--- src/rtl/uart_pkg.sv ---
package uart_pkg;

    typedef enum logic [1:0] {TX_IDLE, TX_START, TX_DATA, TX_STOP} tx_state_e;
    typedef enum logic [1:0] {RX_IDLE, RX_START, RX_DATA, RX_STOP} rx_state_e;

    // Shared prescale factor selected by two bits
    function automatic logic [4:0] prescale_factor(input logic [1:0] sel);
        logic [4:0] f;
        case (sel)
            2'd0:    f = 5'd1;
            2'd1:    f = 5'd3;
            2'd2:    f = 5'd4;
            default: f = 5'd13;
        endcase
        return f;
    endfunction

endpackage

--- src/rtl/uart_baud_gen.sv ---
module uart_baud_gen
    import uart_pkg::*;
#(
    parameter int EXP_W = 3
) (
    input  logic             clk,
    input  logic             rst_n,
    input  logic [1:0]       pr_sel,
    input  logic [EXP_W-1:0] tx_exp,
    input  logic [EXP_W-1:0] rx_exp,
    output logic             tx_tick,
    output logic             rx_tick
);
    localparam int DIV_W = 1 << EXP_W;
    localparam int PRE_W = 6;

    logic [PRE_W-1:0] pre_cnt;
    logic [PRE_W-1:0] pre_lim;
    logic             pre_tick;
    logic [EXP_W-1:0] exp_sel [2];
    logic [1:0]       ticks;

    // Prescaler period is 2*PR cycles
    assign pre_lim  = {prescale_factor(pr_sel), 1'b0} - PRE_W'(1);
    assign pre_tick = (pre_cnt >= pre_lim);

    always_ff @(posedge clk or negedge rst_n) begin
        if (!rst_n) pre_cnt <= '0;
        else        pre_cnt <= pre_tick ? '0 : pre_cnt + PRE_W'(1);
    end

    assign exp_sel[0] = tx_exp;
    assign exp_sel[1] = rx_exp;

    for (genvar ch = 0; ch < 2; ch++) begin : g_div
        logic [DIV_W-1:0] cnt;
        logic [DIV_W-1:0] lim;
        assign lim       = (DIV_W'(1) << exp_sel[ch]) - DIV_W'(1);
        assign ticks[ch] = pre_tick && (cnt >= lim);
        always_ff @(posedge clk or negedge rst_n) begin
            if (!rst_n)        cnt <= '0;
            else if (pre_tick) cnt <= (cnt >= lim) ? '0 : cnt + DIV_W'(1);
        end
    end

    assign tx_tick = ticks[0];
    assign rx_tick = ticks[1];

    // ticks are never closer than two cycles
    assert_tick_gap_R2: assert property (@(posedge clk) disable iff (!rst_n)
        tx_tick |=> !tx_tick);
    assert_rx_tick_gap_R2: assert property (@(posedge clk) disable iff (!rst_n)
        rx_tick |=> !rx_tick);

endmodule

--- src/rtl/uart_tx.sv ---
module uart_tx
    import uart_pkg::*;
#(
    parameter int WORD_W = 9
) (
    input  logic              clk,
    input  logic              rst_n,
    input  logic              tick,
    input  logic              nine,
    input  logic [WORD_W-1:0] tx_data,
    input  logic              tx_valid,
    output logic              tx_ready,
    output logic              tx_done,
    output logic              txd
);
    localparam int BIT_W = $clog2(WORD_W + 1);

    tx_state_e         state;
    logic [WORD_W-1:0] hold_q;
    logic [WORD_W-1:0] shf;
    logic              hold_full;
    logic [3:0]        sub;
    logic [BIT_W-1:0]  bitn;
    logic [BIT_W-1:0]  last_bit;
    logic              load;

    assign last_bit = nine ? BIT_W'(WORD_W - 1) : BIT_W'(WORD_W - 2);
    assign load     = tick && hold_full &&
                      (state == TX_IDLE || (state == TX_STOP && sub == 4'hF));
    assign tx_ready = !hold_full || load;

    // State register and datapath
    always_ff @(posedge clk or negedge rst_n) begin
        if (!rst_n) begin
            state     <= TX_IDLE;
            hold_q    <= '0;
            hold_full <= 1'b0;
            shf       <= '0;
            sub       <= '0;
            bitn      <= '0;
        end else begin
            if (tx_valid && tx_ready) begin
                hold_q    <= tx_data;
                hold_full <= 1'b1;
            end else if (load) begin
                hold_full <= 1'b0;
            end
            if (load) begin
                state <= TX_START;
                shf   <= hold_q;
                sub   <= '0;
            end else if (tick) begin
                unique case (state)
                    TX_IDLE:  sub <= '0;
                    TX_START: begin
                        sub <= sub + 4'd1;
                        if (sub == 4'hF) begin
                            state <= TX_DATA;
                            bitn  <= '0;
                        end
                    end
                    TX_DATA: begin
                        sub <= sub + 4'd1;
                        if (sub == 4'hF) begin
                            shf  <= shf >> 1;
                            bitn <= bitn + BIT_W'(1);
                            if (bitn == last_bit) state <= TX_STOP;
                        end
                    end
                    TX_STOP: begin
                        sub <= sub + 4'd1;
                        if (sub == 4'hF) state <= TX_IDLE;
                    end
                endcase
            end
        end
    end

    // Outputs
    always_comb begin
        unique case (state)
            TX_IDLE:  txd = 1'b1;
            TX_START: txd = 1'b0;
            TX_DATA:  txd = shf[0];
            TX_STOP:  txd = 1'b1;
        endcase
        tx_done = (state == TX_IDLE) && !hold_full;
    end

    assert_accept_fills_R4: assert property (@(posedge clk) disable iff (!rst_n)
        (tx_valid && tx_ready) |=> hold_full);
    assert_done_line_high_R5: assert property (@(posedge clk) disable iff (!rst_n)
        tx_done |-> txd);

endmodule

--- src/rtl/uart_rx.sv ---
module uart_rx
    import uart_pkg::*;
#(
    parameter int WORD_W = 9
) (
    input  logic              clk,
    input  logic              rst_n,
    input  logic              tick,
    input  logic              nine,
    input  logic              rxd,
    input  logic              rx_ack,
    output logic [WORD_W-1:0] rx_data,
    output logic              rx_valid,
    output logic              err_noise,
    output logic              err_frame,
    output logic              err_overrun
);
    localparam int BIT_W = $clog2(WORD_W + 1);

    rx_state_e         state;
    logic              sync1, sync2;
    logic [2:0]        samp;
    logic [3:0]        sub;
    logic [BIT_W-1:0]  bitn;
    logic [BIT_W-1:0]  last_bit;
    logic [WORD_W-1:0] shf;
    logic              noise_acc;
    logic              vote, disagree, bit_end, frame_done;
    logic [WORD_W-1:0] word;

    assign last_bit   = nine ? BIT_W'(WORD_W - 1) : BIT_W'(WORD_W - 2);
    assign vote       = (samp[0] & samp[1]) | (samp[0] & samp[2]) | (samp[1] & samp[2]);
    assign disagree   = (samp != 3'b000) && (samp != 3'b111);
    assign bit_end    = tick && (sub == 4'hF);
    assign frame_done = bit_end && (state == RX_STOP);
    assign word       = nine ? shf : {1'b0, shf[WORD_W-1:1]};

    // State register and datapath
    always_ff @(posedge clk or negedge rst_n) begin
        if (!rst_n) begin
            sync1     <= 1'b1;
            sync2     <= 1'b1;
            state     <= RX_IDLE;
            samp      <= 3'b111;
            sub       <= '0;
            bitn      <= '0;
            shf       <= '0;
            noise_acc <= 1'b0;
        end else begin
            sync1 <= rxd;
            sync2 <= sync1;
            if (tick) begin
                if (state != RX_IDLE) begin
                    sub <= sub + 4'd1;
                    if (sub >= 4'd7 && sub <= 4'd9) samp <= {samp[1:0], sync2};
                end
                unique case (state)
                    RX_IDLE: begin
                        sub <= '0;
                        if (!sync2) state <= RX_START;
                    end
                    RX_START: if (sub == 4'hF) begin
                        if (!vote) begin
                            state     <= RX_DATA;
                            bitn      <= '0;
                            noise_acc <= disagree;
                        end else begin
                            state <= RX_IDLE;
                        end
                    end
                    RX_DATA: if (sub == 4'hF) begin
                        shf       <= {vote, shf[WORD_W-1:1]};
                        noise_acc <= noise_acc | disagree;
                        bitn      <= bitn + BIT_W'(1);
                        if (bitn == last_bit) state <= RX_STOP;
                    end
                    RX_STOP: if (sub == 4'hF) state <= RX_IDLE;
                endcase
            end
        end
    end

    // Output registers and flags
    always_ff @(posedge clk or negedge rst_n) begin
        if (!rst_n) begin
            rx_data     <= '0;
            rx_valid    <= 1'b0;
            err_noise   <= 1'b0;
            err_frame   <= 1'b0;
            err_overrun <= 1'b0;
        end else if (frame_done) begin
            if (rx_valid && !rx_ack) begin
                err_overrun <= 1'b1;
            end else begin
                rx_data     <= word;
                rx_valid    <= 1'b1;
                err_noise   <= noise_acc | disagree;
                err_frame   <= !vote;
                err_overrun <= 1'b0;
            end
        end else if (rx_ack) begin
            rx_valid    <= 1'b0;
            err_noise   <= 1'b0;
            err_frame   <= 1'b0;
            err_overrun <= 1'b0;
        end
    end

    assert_overrun_keeps_R8: assert property (@(posedge clk) disable iff (!rst_n)
        (frame_done && rx_valid && !rx_ack) |=> (err_overrun && $stable(rx_data)));
    assert_ack_clears_R10: assert property (@(posedge clk) disable iff (!rst_n)
        (rx_ack && !frame_done) |=> (!rx_valid && !err_overrun && !err_noise));
    assert_frame_flag_with_data_R7: assert property (@(posedge clk) disable iff (!rst_n)
        err_frame |-> rx_valid);

endmodule

--- src/rtl/uart_core.sv ---
module uart_core
    import uart_pkg::*;
#(
    parameter int WORD_W = 9,
    parameter int EXP_W  = 3
) (
    input  logic              clk,
    input  logic              rst_n,
    input  logic [1:0]        pr_sel,
    input  logic [EXP_W-1:0]  tx_exp,
    input  logic [EXP_W-1:0]  rx_exp,
    input  logic              nine,
    input  logic [WORD_W-1:0] tx_data,
    input  logic              tx_valid,
    output logic              tx_ready,
    output logic              tx_done,
    output logic              txd,
    input  logic              rxd,
    output logic [WORD_W-1:0] rx_data,
    output logic              rx_valid,
    input  logic              rx_ack,
    output logic              err_noise,
    output logic              err_frame,
    output logic              err_overrun,
    output logic              irq
);
    logic tx_tick, rx_tick;

    uart_baud_gen #(.EXP_W(EXP_W)) u_baud (
        .clk(clk), .rst_n(rst_n), .pr_sel(pr_sel), .tx_exp(tx_exp),
        .rx_exp(rx_exp), .tx_tick(tx_tick), .rx_tick(rx_tick)
    );

    uart_tx #(.WORD_W(WORD_W)) u_tx (
        .clk(clk), .rst_n(rst_n), .tick(tx_tick), .nine(nine),
        .tx_data(tx_data), .tx_valid(tx_valid), .tx_ready(tx_ready),
        .tx_done(tx_done), .txd(txd)
    );

    uart_rx #(.WORD_W(WORD_W)) u_rx (
        .clk(clk), .rst_n(rst_n), .tick(rx_tick), .nine(nine), .rxd(rxd),
        .rx_ack(rx_ack), .rx_data(rx_data), .rx_valid(rx_valid),
        .err_noise(err_noise), .err_frame(err_frame), .err_overrun(err_overrun)
    );

    assign irq = rx_valid | err_overrun;

endmodule

--- config.mk ---
export PLATFORM = sky130hd
export DESIGN_NAME = uart_core
export DESIGN_NICKNAME = d
export VERILOG_FILES = /design/src/rtl/uart_pkg.sv /design/src/rtl/uart_baud_gen.sv /design/src/rtl/uart_tx.sv /design/src/rtl/uart_rx.sv /design/src/rtl/uart_core.sv
export SDC_FILE = /design/constraint.sdc
export NUM_CORES = 1
export LEC_CHECK = 0
export ABC_CLOCK_PERIOD_IN_PS = 2960
export CAP_MARGIN = 0
export CORE_MARGIN = 5
export CORE_UTILIZATION = 45
export CTS_CLUSTER_SIZE = 20
export DETAILED_ROUTE_END_ITERATION = 8
export GPL_TIMING_DRIVEN = 0
export MAX_ROUTING_LAYER = met4
export PLACE_DENSITY_LB_ADDON = 0.12
export SLEW_MARGIN = 20
export SYNTH_ARGS = -nofsm -noshare
export SYNTH_HDL_FRONTEND = slang
export SYNTH_SLANG_ARGS = --single-unit
export TNS_END_PERCENT = 100
--- constraint.sdc ---
create_clock -name clk -period 2.96 [get_ports clk]
set_clock_uncertainty 0.15 [all_clocks]
set_input_delay 0.296 -clock clk [delete_from_list [all_inputs] [get_ports clk]]
set_output_delay 0.296 -clock clk [all_outputs]
set_load 0.005 [all_outputs]
==> metrics.md, run 1 <==
| Metric | Value |
|---|---|
| Final worst setup slack | `0.07482 ns` |
| Startpoint class of the critical path | `primary input` |
| DIE WIDTH | `~120 µm` |
| Status | `complete, no violations` |
| Initial antenna violation count | `0` |
| Via/cell ratio | `5.473` |
| Worst reg-to-reg path cell count | `9` |
| Vias | `3,902` |
| Async SR Flop Fraction | `100.0%` |
| RD Place Congestion | `0.8274` |
| Worst-Skew Late Latency | `approximately 0.34 ns` |
| GR Overflow Total | `0` |
| H-tree Lvls | `3` |
| PD cells | `675.8 nW/µm²` |
| Slew headroom | `64.55%` |
| Root buffer cell | `clkbuf_16` |
| IO Pins | `40` |
| CTS tree | `built` |
| Area share of the largest cell type after synthesis | `slightly above 40%` |
| Tot Pwr | `4.349 mW` |
| Initial core utilization | `46.37%` |
| Critical path required time | `3.04 ns` |
| CP Max Fanout | `5` |
| Slew @ Worst Pin | `0.5318 ns` |
| Most frequent cells after synthesis | `dfrtp_1 (84), ha_1 (42), nand2_1 (40), mux2_2 (39), o21ai_0 (38)` |
| Synth area leader | `dfrtp_1` |
| Library cells used by synthesis | `60` |
| Post-Syn Area per Cell | `10.27 µm²` |
| Ant diodes | `0` |
| DR WL/cell | `about 15 µm` |
| Die ar. | `13,540 µm²` |
| Final Net Count | `633` |
| Die height | `about 120 µm` |
| Detailed-route wire length | `10.69 mm` |
| RSZ-0062 raised after global routing | `true` |
| Reg-to-reg endpoint | `u_rx.rx_data[7]$_DFFE_PN0P_` |
| Tightest Hold Check Type | `reg2reg` |
| Period utilization | `97.47%` |
| Max Freq | `0.3466 GHz` |
| Area grow syn2layout | `26.36%` |
| Worst r2r src | `u_baud.g_div[1].cnt[0]$_DFFE_PN0N_` |
| CTS sink cnt | `89` |
| Max-slew violation count | `0` |
| Clk buf depth | `2` |
| Final min period | `2.885 ns` |
| ANT nets after route | `0` |
| Worst-case vdd ir drop | `0.0005030 V` |
| Dpl ws | `-1.130 ns` |
| CP endpoint kind | `register` |
| Core area | `around 11,000 µm²` |
| Layout cells sized above 1 | `23.04%` |
| Clock buffer count from CTS | `9` |
| Worst Min Path Start | `u_rx.sync1$_DFF_PN1_` |
| CP Capture Point | `u_tx.hold_q[1]$_DFFE_PN0P_` |
| CP arrival | `2.96 ns` |
| Vias in the first global route | `about 4,000` |
| Finish-stage setup viols | `0` |
| Mapped Area | `approximately 5100 µm²` |
| Post-Layout Inst Area | `6435 µm²` |
| Initial drt markers | `164` |
| Sequential share of the synthesized area | `between 40% and 50%` |
| Drt drc | `0` |
| Final hold violation count | `0` |
| Critical path origin | `tx_exp[2]` |
| Final std cells w/o fill | `between 700 and 800` |
| 1st-pass router iterations | `4` |
| Post-DP HPWL | `a little over 7 mm` |
| Port buffer count | `39` |
| Clock-pin slew of the registers on the worst-case setup and hold paths | `0.06 ns` |
| Yosys warns | `0` |
| Placed Cells | `677` |
| Synth Instances | `496` |
| Number of synthesized flops with an enable pin | `0` |
| Static leakage | `3.083 nW` |
| Synth top area cells | `dfrtp_1 (41%), ha_1 (10%), mux2_2 (8.6%)` |
| Max-Cap Viols | `0` |
| First-pass GRT wire length | `18.48 mm` |
| Synthesized flop and latch total | `89` |
| FF-to-FF setup slack | `0.40 ns` |
| Most numerous cell in the Yosys netlist | `dfrtp_1` |
| CP Class | `in2reg` |
| Largest net degree at the start of global routing | `46` |
| Standard-cell rows | `38` |
| Area after DPL | `5779 µm²` |
| Ys flop type | `dfrtp_1` |
| Gr usage total | `17.35%` |
==> state kept, by name (all words and copies together) (netlist names), 2 cells and up, named ones only <==
register and flops:
u_baud.g_div.cnt 16, u_rx.bitn 4, u_rx.sub 4, u_tx.hold_q 9, u_rx.samp 3, u_tx.shf 9, u_tx.sub 4, u_tx.bitn 4
u_rx.rx_data 9, u_tx.state 2, u_rx.shf 9, u_baud.pre_cnt 6
==> placed cells by master, fill, tap and decap left out, types with 4 or more instances in the layout <==
cell type	Yosys	layout
a21oi_1	21	19
nand3_1	18	15
o21ai_0	38	35
nor3_1	8	7
mux2i_1	13	12
a22o_1	5	5
nand4_1	6	6
o31ai_1	4	4
ha_1	42	39
dfstp_2	5	5
mux2_2	39	25
inv_1	15	15
o21a_1	6	5
nor4b_1	4	4
clkdlybuf4s50_1	0	30
dfrtp_1	84	84
buf_6	0	7
mux2_4	0	14
xor2_1	5	4
buf_4	3	20
clkbuf_16	0	10
nand2b_1	11	11
a31oi_1	4	4
or3_4	0	4
buf_2	4	5
nor2_1	32	32
nor2b_1	5	5
and3_1	13	13
or3_1	8	4
clkbuf_1	11	7
nand2_1	40	40
a21o_1	7	7
==> power by group <==
part	switching, mW	internal, mW
registers	0.190	1.46
clock network	0.493	0.572
logic	0.865	0.772
==> stage by stage <==
step	setup TNS (ns)	utilization [%]	hold WS, ns
after floorplan	-1.118	-	-0.1496
after global placement	-223.88	52.36	0.1970
after detailed placement	-57.58	52.62	0.1038
after CTS	-0.05187	56.50	0.2037
after global routing	-0.6493	58.59	0.2096
final	0	58.59	0.2093
==> worst max-delay path: stages <==
cell and delay, ns:
buf_8 0.10, or3_4 0.39, ha_4 0.19, xor2_1 0.14
nor2_1 0.10, a21oi_1 0.05, ha_1 0.29, and2_4 0.17
a221oi_4 0.26, o21a_2 0.24, nor3_4 0.06, o21ai_4 0.20
clkbuf_16 0.19, mux2_4 0.29
==> how the worst min path moves through the flow <==
| stage | to | slack, ns | depth (start not counted) |
|---|---|---|---|
| final | u_rx.sync2$_DFF_PN1_ | 0.21 | 0 |
| after global placement | u_rx.sync2$_DFF_PN1_ | 0.20 | 0 |
| after floorplan | async pin | -0.15 | 0 |
| after detailed placement | u_baud.g_div[0].cnt[6]$_DFFE_PN0N_ | 0.10 | 1 |
| after global routing | u_rx.sync1$_DFF_PN1_ | 0.21 | 1 |
| after CTS | u_rx.sync1$_DFF_PN1_ | 0.20 | 1 |
==> kinds of logic after synthesis <==
logic type / count (synthesis) / synth area share (%)
XOR/XNOR: 8 / 1.376
AND/OR/NAND/NOR: 161 / 16.36
multiplexers: 52 / 11.18
AO/OA/AOI/OAI: 109 / 13.88
adder cells (fa/ha/maj): 43 / 10.52
other: 1 / 0.07364
buffers and inverters: 33 / 2.752
flip-flops: 89 / 43.86
==> area by class of cell <==
class / instances / area (µm²)
inverter: 15 / 56.30
fill: 947 / 4548
buffer: 15 / 90.09
clock buffer: 10 / 229.0
timing repair buffer: 63 / 634.4
clock inverter: 6 / 43.79
tap: 140 / 175.2
sequential: 89 / 2233
multi-input combinational: 375 / 2973
==> routing by layer <==
layer	vias up	track usage (%)	wire length [µm]
li1	1935	-	-
met1	1911	22.53	5086
met2	45	27.61	5134
met3	11	3.731	341
met4	0	4.795	123
met5	-	-	0
==> what timing repair did <==
item / CTS / global route
resized for setup: 47 / 38
setup endpoints to repair: 82 / 70
pin swaps: 12 / 18
setup buffers: 8 / 12
gates cloned: 1 / 1
endpoints found under the hold margin: 39 / 0
hold buffers: 1 / 0
Note: power is estimated with default switching activity, not from simulation.
==> run 2: changes to the inputs <==
Settings changed: GPL_TIMING_DRIVEN 0 to default.
==> run 2 against run 1 <==
Net effect:
- critical path type unchanged
- clock power hardly changed
- worst hold slack worse by 0.0019 ns
- utilization is 1.9 points higher
==> metrics.md, run 2 (synthesized netlist as in run 1, its figures left out) <==
| Metric | Value |
|---|---|
| Final hold violation count | `0` |
| Largest Register | `u_baud.g_div.cnt` |
| Worst-Skew Late Latency | `roughly 0.34 ns` |
| Layout cells sized above 1 | `27.78%` |
| Ant diodes | `0` |
| Clk buf depth | `2` |
| Root buffer cell | `clkbuf_16` |
| GR Overflow Total | `0` |
| Worst reg-to-reg path cell count | `9` |
| Slew @ Worst Pin | `0.5157 ns` |
| Post-DP HPWL | `7.166 mm` |
| Max Freq | `around 0.35 GHz` |
| Placed Cells | `701` |
| Initial drt markers | `131` |
| Vias in the first global route | `4,063` |
| RSZ-0062 raised after global routing | `true` |
| DIE WIDTH | `116.4 µm` |
| Largest net degree at the start of global routing | `90` |
| Final worst setup slack | `between 0.07 and 0.08 ns` |
| H-tree Lvls | `3` |
| Clock-pin slew of the registers on the worst-case setup and hold paths | `about 0.07 ns` |
| DR WL/cell | `14.39 µm` |
| Static leakage | `3.195 nW` |
| Most common cell after layout, fill and taps aside | `dfrtp_1` |
| Vias | `3,962` |
| CP Max Fanout | `5` |
| Initial core utilization | `a little under half` |
| ANT nets after route | `0` |
| Standard-cell rows | `38` |
| Final Net Count | `about 650` |
| Gr usage total | `17.33%` |
| First-pass GRT wire length | `between 15 and 20 mm` |
| Via/cell ratio | `around 5.4` |
| Port buffer count | `39` |
| Most frequent cells in the layout | `dfrtp_1 (84), buf_4 (52), nand2_1 (38), o21ai_0 (38), ha_1 (38)` |
| Tightest Hold Check Type | `in2reg` |
| Clock buffer count from CTS | `9` |
| Finish-stage setup viols | `0` |
| Slew headroom | `approximately 66%` |
| Die ar. | `13,540 µm²` |
| 1st-pass router iterations | `4` |
| Max reg flops | `16` |
| PD cells | `658.8 nW/µm²` |
| CTS tree | `built` |
| CP arrival | `roughly 3.0 ns` |
| RD Place Congestion | `0.8747` |
| CP Class | `in2reg` |
| Final min period | `2.884 ns` |
| Area grow syn2layout | `30.42%` |
| Worst-case vdd ir drop | `0.0004953 V` |
| Max-Cap Viols | `0` |
| Dpl ws | `-0.6479 ns` |
| Detailed-route wire length | `roughly 11 mm` |
| IO Pins | `40` |
| Period utilization | `97.43%` |
| Drt drc | `0` |
| Fillers | `903` |
| CP endpoint kind | `register` |
| Final std cells w/o fill | `about 730` |
| Critical path required time | `between 3 and 4 ns` |
| Initial antenna violation count | `0` |
| Die height | `between 100 and 150 µm` |
| Status | `complete, no violations` |
| CTS sink cnt | `89` |
| Startpoint class of the critical path | `primary input` |
| Core area | `10,980 µm²` |
| Hold path depth | `1` |
| Max-slew violation count | `0` |
| Final core utilization | `60.47%` |
## run 2: changes by cell type in the layout (fill, tap and decap cells not counted), sizes merged
cell / previous run / this run
clkbuf: 20 / 14
clkinv: 4 / 1
clkdlybuf4s15: 0 / 1
buf: 36 / 63
inv: 16 / 17
clkinvlp: 1 / 2
## run 2: final cells by class
| type | instances | area [µm²] | share of cell area, % |
|---|---|---|---|
| Multi-Input combinational cell | 375 | 3010 | 45.33 |
| Sequential cell | 89 | 2233 | 33.63 |
| Timing Repair Buffer | 99 | 885.9 | 13.34 |
| Clock buffer | 11 | 242.7 | 3.655 |
| Tap cell | 140 | 175.2 | 2.638 |
| Inverter | 15 | 56.30 | 0.8478 |
| Clock inverter | 5 | 37.54 | 0.5652 |
## run 2: final timing paths
| path | start | endpoint | slack, ns |
|---|---|---|---|
| worst min register to register | u_rx.sync1$_DFF_PN1_ | u_rx.sync2$_DFF_PN1_ | 0.21 |
| min in group asynchronous | rst_n | u_baud.g_div[0].cnt[0]$_DFFE_PN0N_ | 0.36 |
| worst max register to register | u_baud.g_div[0].cnt[5]$_DFFE_PN0N_ | u_tx.hold_q[2]$_DFFE_PN0P_ | 0.40 |
| max in group asynchronous | rst_n | u_tx.sub[2]$_DFFE_PN0P_ | 1.86 |
| worst min-delay path | rxd | u_rx.sync1$_DFF_PN1_ | 0.21 |
| worst max-delay path | tx_exp[1] | u_tx.hold_q[2]$_DFFE_PN0P_ | 0.08 |
## run 2: what timing repair did
item	CTS	global route
hold endpoints to repair	84	0
cloned	1	0
gates resized for setup	34	40
setup endpoints to repair	55	70
setup buffers	19	2
pin swaps	16	23
hold buffers	1	0
## run 2: per-layer routing
layer / part of all wire [%] / GRT usage (%)
met2: 47 / 27.88
met5: 0 / -
met4: 1.2 / 4.486
met3: 2.5 / 3.834
met1: 49 / 22.28
## run 2: where the power goes
group / leakage, nW / switching, mW / internal [mW]
logic: 1.90 / 0.837 / 0.790
clock network: 0.133 / 0.489 / 0.597
registers: 1.16 / 0.205 / 1.46
total: 3.20 / 1.53 / 2.84
## run 2: per-stage QoR
stage	hold slack [ns]	total power [mW]	TNS, ns	instance area, µm²
after floorplan	-0.1496	2.624	-1.118	5185
after global placement	0.1972	3.097	-30.21	6001
after detailed placement	0.1997	3.142	-33.92	6001
after CTS	0.1915	4.348	-0.1552	6533
after global routing	0.2019	4.701	-0.1695	6641
final	0.2074	4.376	0	6641
## run 2: worst max-delay path: stages
cell      delay (ns)
buf_6           0.09
or3_4           0.39
ha_4            0.20
xor2_1          0.13
nor2_1          0.05
a21oi_1         0.13
ha_1            0.25
and2_4          0.15
a221oi_4        0.27
buf_4           0.17
o21a_4          0.13
nor3_4          0.05
o21ai_4         0.17
buf_6           0.16
mux2_4          0.30
